==> config.mk <==
export PLATFORM = sky130hd
export DESIGN_NAME = pulse_accum
export DESIGN_NICKNAME = d
export VERILOG_FILES = /design/src/rtl/pa_pkg.sv /design/src/rtl/pa_sync.sv /design/src/rtl/pa_clk_sel.sv /design/src/rtl/pa_counter.sv /design/src/rtl/pulse_accum.sv
export SDC_FILE = /design/constraint.sdc
export NUM_CORES = 1
export LEC_CHECK = 0
export BUFFER_PORTS_ARGS = -buffer_cell sky130_fd_sc_hd__buf_2
export CORE_ASPECT_RATIO = 0.6
export CORE_MARGIN = 4
export CORE_UTILIZATION = 45
export DETAILED_ROUTE_END_ITERATION = 8
export PLACE_DENSITY = 0.73
export SYNTH_ARGS = -nofsm -noshare
export SYNTH_HDL_FRONTEND = slang
export SYNTH_SLANG_ARGS = --single-unit
==> constraint.sdc <==
create_clock -name clk -period 4.57 [get_ports clk]
set_clock_uncertainty 0.15 [all_clocks]
set_input_delay 0.2285 -clock clk [delete_from_list [all_inputs] [get_ports clk]]
set_output_delay 0.2285 -clock clk [all_outputs]
set_load 0.02 [all_outputs]
==> src/rtl/pa_pkg.sv <==
package pa_pkg;
  typedef enum logic [1:0] {
    SRC_PRESC = 2'b00,
    SRC_TICK  = 2'b01,
    SRC_TOVF  = 2'b10,
    SRC_EXT   = 2'b11
  } clk_src_e;

  typedef struct packed {
    logic     en;
    logic     gated;
    logic     pol;
    logic     ch_sel;
    clk_src_e src;
  } ctl_t;
endpackage

==> src/rtl/pa_sync.sv <==
module pa_sync #(
  parameter int STAGES = 2
) (
  input  logic clk,
  input  logic rst,
  input  logic din,
  output logic level,
  output logic rise,
  output logic fall
);
  logic [STAGES-1:0] chain;
  logic              prev;

  generate
    for (genvar i = 0; i < STAGES; i++) begin : g_stage
      if (i == 0) begin : g_first
        always_ff @(posedge clk) begin
          if (rst) chain[0] <= 1'b0;
          else     chain[0] <= din;
        end
      end else begin : g_next
        always_ff @(posedge clk) begin
          if (rst) chain[i] <= 1'b0;
          else     chain[i] <= chain[i-1];
        end
      end
    end
  endgenerate

  always_ff @(posedge clk) begin
    if (rst) prev <= 1'b0;
    else     prev <= chain[STAGES-1];
  end

  assign level = chain[STAGES-1];
  assign rise  = chain[STAGES-1] & ~prev;
  assign fall  = ~chain[STAGES-1] & prev;
endmodule

==> src/rtl/pa_clk_sel.sv <==
module pa_clk_sel
  import pa_pkg::*;
#(
  parameter int PRESC_W = 9
) (
  input  logic     clk,
  input  logic     rst,
  input  clk_src_e src,
  input  logic     tmr_tick,
  input  logic     tmr_ovf,
  input  logic     ext_rise,
  output logic     pulse
);
  localparam logic [PRESC_W-1:0] PRESC_LAST = {PRESC_W{1'b1}};

  logic [PRESC_W-1:0] presc;
  logic               presc_pulse;

  always_ff @(posedge clk) begin
    if (rst) presc <= '0;
    else     presc <= presc + 1'b1;
  end

  assign presc_pulse = (presc == PRESC_LAST);

  always_comb begin
    unique case (src)
      SRC_PRESC: pulse = presc_pulse;
      SRC_TICK:  pulse = tmr_tick;
      SRC_TOVF:  pulse = tmr_ovf;
      default:   pulse = ext_rise;
    endcase
  end

  assert_presc_spacing_R6: assert property (@(posedge clk) disable iff (rst)
    presc_pulse |=> !presc_pulse);
endmodule

==> src/rtl/pa_counter.sv <==
module pa_counter #(
  parameter int W = 8
) (
  input  logic         clk,
  input  logic         rst,
  input  logic         inc,
  input  logic         wr,
  input  logic [W-1:0] wval,
  input  logic         ovf_clr,
  output logic [W-1:0] count,
  output logic         ovf_flag
);
  localparam logic [W-1:0] ALL_ONES = {W{1'b1}};
  localparam logic [W-1:0] ONE      = {{(W-1){1'b0}}, 1'b1};

  logic wrap;
  assign wrap = inc & ~wr & (count == ALL_ONES);

  always_ff @(posedge clk) begin
    if (rst)      count <= '0;
    else if (wr)  count <= wval;
    else if (inc) count <= count + ONE;
  end

  always_ff @(posedge clk) begin
    if (rst)          ovf_flag <= 1'b0;
    else if (wrap)    ovf_flag <= 1'b1;
    else if (ovf_clr) ovf_flag <= 1'b0;
  end

  assert_wr_prio_R8: assert property (@(posedge clk) disable iff (rst)
    wr |=> count == $past(wval));
  assert_step_one_R6: assert property (@(posedge clk) disable iff (rst)
    !wr |=> (count == $past(count)) || (count == $past(count) + ONE));
  assert_hold_idle_R3: assert property (@(posedge clk) disable iff (rst)
    (!wr && !inc) |=> $stable(count));
  assert_ovf_set_R7: assert property (@(posedge clk) disable iff (rst)
    (inc && !wr && count == ALL_ONES) |=> ovf_flag && count == '0);
endmodule

==> src/rtl/pulse_accum.sv <==
module pulse_accum
  import pa_pkg::*;
#(
  parameter int CNT_W   = 8,
  parameter int PRESC_W = 9,
  parameter int SYNC_N  = 2
) (
  input  logic        clk,
  input  logic        rst,
  input  logic        wr_ctl,
  input  logic        wr_cnt,
  input  logic [15:0] wdata,
  output logic [15:0] rdata,
  input  logic        acc_pin,
  input  logic        ext_clk_pin,
  input  logic        tmr_tick,
  input  logic        tmr_ovf,
  input  logic        ovf_clr,
  output logic        ovf_flag
);
  ctl_t             ctl;
  logic             pin_lvl, pin_rise, pin_fall;
  logic             ext_lvl, ext_rise, ext_fall;
  logic             src_pulse, edge_hit, gate_open, inc;
  logic [CNT_W-1:0] count;

  always_ff @(posedge clk) begin
    if (rst) begin
      ctl <= '{en: 1'b0, gated: 1'b0, pol: 1'b0, ch_sel: 1'b0, src: SRC_PRESC};
    end else if (wr_ctl) begin
      ctl.en     <= wdata[14];
      ctl.gated  <= wdata[13];
      ctl.pol    <= wdata[12];
      ctl.ch_sel <= wdata[10];
      ctl.src    <= clk_src_e'(wdata[9:8]);
    end
  end

  pa_sync #(.STAGES(SYNC_N)) u_pin_sync (
    .clk(clk), .rst(rst), .din(acc_pin),
    .level(pin_lvl), .rise(pin_rise), .fall(pin_fall)
  );

  pa_sync #(.STAGES(SYNC_N)) u_ext_sync (
    .clk(clk), .rst(rst), .din(ext_clk_pin),
    .level(ext_lvl), .rise(ext_rise), .fall(ext_fall)
  );

  pa_clk_sel #(.PRESC_W(PRESC_W)) u_clk_sel (
    .clk(clk), .rst(rst), .src(ctl.src), .tmr_tick(tmr_tick),
    .tmr_ovf(tmr_ovf), .ext_rise(ext_rise), .pulse(src_pulse)
  );

  assign edge_hit  = ctl.pol ? pin_rise : pin_fall;
  assign gate_open = (pin_lvl != ctl.pol);
  assign inc       = ctl.en & (ctl.gated ? (src_pulse & gate_open) : edge_hit);

  pa_counter #(.W(CNT_W)) u_cnt (
    .clk(clk), .rst(rst), .inc(inc), .wr(wr_cnt), .wval(wdata[CNT_W-1:0]),
    .ovf_clr(ovf_clr), .count(count), .ovf_flag(ovf_flag)
  );

  always_comb begin
    rdata       = '0;
    rdata[15]   = pin_lvl;
    rdata[14]   = ctl.en;
    rdata[13]   = ctl.gated;
    rdata[12]   = ctl.pol;
    rdata[11]   = ext_lvl;
    rdata[10]   = ctl.ch_sel;
    rdata[9:8]  = ctl.src;
    rdata[CNT_W-1:0] = count;
  end

  assert_idle_disabled_R3: assert property (@(posedge clk) disable iff (rst)
    (!ctl.en && !wr_cnt) |=> $stable(count));
  assert_edge_mode_R4: assert property (@(posedge clk) disable iff (rst)
    (ctl.en && !ctl.gated && !wr_cnt && !pin_rise && !pin_fall) |=> $stable(count));
  assert_gate_inhibit_R5: assert property (@(posedge clk) disable iff (rst)
    (ctl.en && ctl.gated && !wr_cnt && pin_lvl == ctl.pol) |=> $stable(count));
endmodule

## After elaboration in Yosys (flattened, before gate mapping)

Index checks and enable logic that the tools add are counted.

- Bits in registers: 30
- Output and inout bits: 17
- Word-level logic and storage cells: 42

- Add/subtract/negate cells: 2
- Equality and inequality tests: 5
- Multiplexer cells: 7
- Bitwise logic cells: 11
- Reduce and logical (&&, ||, !) cells: 3

Operators by type and width:

| operator | count |
|---|---|
| two-way mux 8 bit | 2 |
| adder 9 x 1 -> 9 bit, second input constant | 1 |
| equality test 9 bit, second input constant | 1 |
| adder 8 x 1 -> 8 bit, second input constant | 1 |
| equality test 8 bit, second input constant | 1 |
| bitwise AND 1 bit | 7 |
| two-way mux 1 bit | 4 |
| NOT 1 bit | 4 |
| nonzero test 2 bit | 2 |
| case mux 1 bit (3 select lines) | 1 |
| equality test 2 x 1 -> 1 bit, second input constant | 1 |
| equality test 2 bit, second input constant | 1 |
| logical NOT 2 bit | 1 |
| inequality test 1 bit | 1 |

## Longest topological paths before layout

- Depth after elaboration: 9
- Depth in mapped cells: 8
- Gate-level depth less buffers: 8

## Hierarchy

A second synthesis with hierarchy kept.

- Cells, all modules: 138
- Area total of the unflattened synthesis: 1313.8 um2

By module, submodules not included:

| module | times used | cells an instance | area an instance (um2) | seq. area each (um2) |
|---|---|---|---|---|
| pa_counter | 1 | 55 | 489.2 | 180.2 |
| pa_clk_sel | 1 | 39 | 377.9 | 180.2 |
| pulse_accum | 1 | 28 | 264.0 | 120.1 |
| pa_sync | 2 | 8 | 91.3 | 60.1 |

## Least setup slack after synthesis

Ideal clock, no wire load.

- Path kind: reg2reg
- Start: reg u_clk_sel.presc[0]
- End: reg u_cnt.count[5]
- Arrival time: 2.087 ns
- Data required time: 4.285 ns
- Slack: 2.198 ns
- Stages on the path, launching flop included: 9
- Period minus slack after synthesis: 2.372 ns
- Path through: dfxtp_1 -> ha_1 -> and3_1 -> and3_1 -> ha_1 -> mux4_2 -> a21oi_4 -> nand2b_1 -> o311ai_1

- Cells in the longest elaborated chain, start to end: 6

Ends and longest elaborated chain:

| element | RTL line | source |
|---|---|---|
| start, declared | pa_clk_sel.sv:16 | `logic [PRESC_W-1:0] presc;` |
| start signal, assigned | pa_clk_sel.sv:21 | `else presc <= presc + 1'b1;` |
| equality test 9 bit | pa_clk_sel.sv:24 | `assign presc_pulse = (presc == PRESC_LAST);` |
| case mux 1 bit (3 select lines) | pa_clk_sel.sv:27 | `unique case (src)` |
| bitwise AND 1 bit | pulse_accum.sv:56 | `assign inc = ctl.en & (ctl.gated ? (src_pulse & gate_open) : edge_hit);` |
| two-way mux 1 bit | pulse_accum.sv:56 |  |
| bitwise AND 1 bit | pulse_accum.sv:56 |  |
| nonzero test 2 bit (no source line) | n/a |  |
| end signal, assigned | pa_counter.sv:21 | `else if (wr) count <= wval;` |
| end signal, assigned | pa_counter.sv:22 | `else if (inc) count <= count + ONE;` |
| end, declared | pa_counter.sv:10 | `output logic [W-1:0] count,` |

No other way between the ends.
A chain may end at the register's enable or synchronous reset.

## Worst setup path in the final report

- Start: reg u_clk_sel.presc[0]
- End: reg u_cnt.count[3]

The elaborated chain is that of the path after synthesis.

==> results.yml <==
global_route:
  grt_overflow: 0
  grt_antenna_before_repair: 0
  grt_pass1_wl_mm: 4.629
  track_usage_pct: 15.22
  grt_pass1_vias: 1073
  grt_max_degree: 27
timing:
  post-route-period-util_pct: 57.76
  rsz0062_at_grt: "false"
  fin_ws_ns: 1.930
  finalSetupTns_ns: 0
  timing_hold_violations_final: 0
  finalSetupViolations: 0
  timing.final.crit_period_ns: 2.640
  slew_viol_final: 0
  worstMarginPinSlew_ns: 0.4847
  max-slew-margin-rel_pct: 67.57
  max_freq_ghz: 0.3788
job:
  drv_cap: 0
clock_tree:
  root_buffer: "clkbuf_8"
  cts_setup_buffers: 0
  cts.path.max_buffers: 2
  cts_resized: 0
  cts_inserted_buffers: 5
  clk-insertion-delay-late_ns: 0.28
  clkTransAtPathRegs_ns: 0.06
  cts-htree-levels: 2
  cts_hold_buffers: 0
  cts_sinks: 30
  cts_tree: "done"
min_path:
  hold_path_class: "in2reg"
power:
  powerDensity_nw_per_um2: 418.0
  total_power_mw: 0.6688
  vdd_drop_max_mv: 0.3053
  p_leak_nw: 0.7285
layout:
  drive_gt1_share_pct: 30.77
  mostFrequentLayoutCell: "buf_2"
  nNetsFinal: 196
  layout_common_cells: "buf_2, dfxtp_1, nor2_1"
  n_antenna_cell: 0
  design_area_sq_um: 1600
  nFillCells: 217
  final_util_pct: 62.15
  syn2layout_area_growth_pct: 27.77
synthesis:
  syn_area_sq_um: 1252
  netlist_top_cells_area: "dfxtp_1, mux2i_1, nor2_1, nor2b_1, o311ai_1"
  synth_seq_cells: 30
  synth_area_per_cell_sq_um: 9.785
  ys_seq_area_share_pct: 47.95
  yosysTopAreaCell: "dfxtp_1"
  postSynthCellCount: 128
  yosysTopAreaCellShare_pct: 47.95
  syn_nets: 156
  yosysUniqueCellTypes: 26
  yosysWarnings: 0
floorplanning:
  core_area_sq_um: 2575
  fp.dieH_um: 48.87
  fp-row-count: 14
  die-area_sq_um: 3719
  io_pins: 42
  dieWidth_um: 76.11
  start_util_pct: 48.64
setup_path:
  worst-path-max-fanout: 10
  end_kind: "flop"
  worstSetupPathType: "reg2reg"
  crit_arrival_ns: 2.64
  startpoint_type: "flop"
  required_ns: 4.57
  reg2reg_setup_slack_ns: 1.93
drt:
  detail-route-antenna-nets: 0
  wl_mm: 2.742
  num_vias: 1069
  wl_per_cell_um: 13.64
  vias_per_cell: 5.318
  drtPass1Iterations: 4
  post-route-drc-count: 0
  drtIter0Drc: 19
placed_design:
  dp_hpwl_mm: 2.111
  pre_cts_slack_ns: 1.950
  portBuffers: 39
  globalplace.congestion: 0.7893
  dpl_cell_area_sq_um: 1458
outcome:
  outcome: "complete, no violations"
-- flip-flops by register name (all words and copies together), names as in the netlist --
signal / cells
u_ext_sync.prev: 1
u_pin_sync.chain: 1
u_pin_sync.prev: 1
u_clk_sel.presc: 9
u_ext_sync.chain: 1
rdata: 6
u_cnt.ovf_flag: 1
u_pin_sync.level: 1
u_cnt.count: 8
u_ext_sync.level: 1
-- logic make-up after synthesis --
| family | synth area share [%] |
|---|---|
| flip-flops | 47.95 |
| AO/OA/AOI/OAI | 11.39 |
| buffers and inverters | 2.996 |
| multiplexers | 7.393 |
| XOR/XNOR | 5.595 |
| AND/OR/NAND/NOR | 21.68 |
| adder cells (fa/ha/maj) | 2.997 |
-- layer usage --
layer	GRT usage (%)	part of all wire, %
met4	4.942	0.80
met2	25.57	49
met5	0	0
met1	17.66	45
met3	6.273	5.7
-- cells in the mapped netlist, drive strengths merged --
library cell,count
dfxtp,30
nor2,17
nor2b,9
nand2,8
mux2i,7
nand3,7
and3,6
o211ai,6
o311ai,6
xor2,5
clkbuf,4
a21oi,3
ha,3
nand2b,3
xnor2,3
a211oi,2
buf,2
inv,2
mux4,1
nand3b,1
or2,1
or3b,1
or4,1
-- layout make-up --
type	instances	area [sq um]	share of cell area, %
clock buffers	6	82.58	5.160
clock inverters	2	60.06	3.753
inverters	2	7.507	0.4691
multi-input cells	90	614.3	38.39
flip-flops and latches	30	600.6	37.53
well taps	32	40.04	2.502
repair buffers	39	195.2	12.20
-- power by group --
| part | internal (mW) | switching (mW) | total [mW] |
|---|---|---|---|
| logic | 0.0250 | 0.0311 | 0.0561 |
| clock network | 0.232 | 0.0961 | 0.329 |
| registers | 0.274 | 0.0107 | 0.284 |
| total | 0.531 | 0.138 | 0.669 |
-- worst paths after layout --
check	from	endpoint	depth (start not counted)
hold / removal	wdata[5]	u_cnt.count[5]	3
setup reg to reg	u_clk_sel.presc[0]	u_cnt.count[3]	8
setup / recovery	u_clk_sel.presc[0]	u_cnt.count[3]	8
hold reg to reg	u_pin_sync.chain[0]	u_pin_sync.level	1
-- stage by stage --
stage	hold slack, ns	cells
finish	0.004599	201
global route	0.008919	201
CTS	0.002526	201
detailed placement	0.2777	193
global placement	0.2739	193
floorplan	0.1945	128
-- critical path, stage by stage (launching register included) --
cell and delay, ns:
dfxtp_1 0.32, ha_1 0.23, and3_1 0.19, and3_1 0.19, ha_1 0.17, mux4_2 0.48, a21oi_4 0.32, nand2b_1 0.32
o311ai_1 0.14
Note: power is estimated with default switching activity, not from simulation.
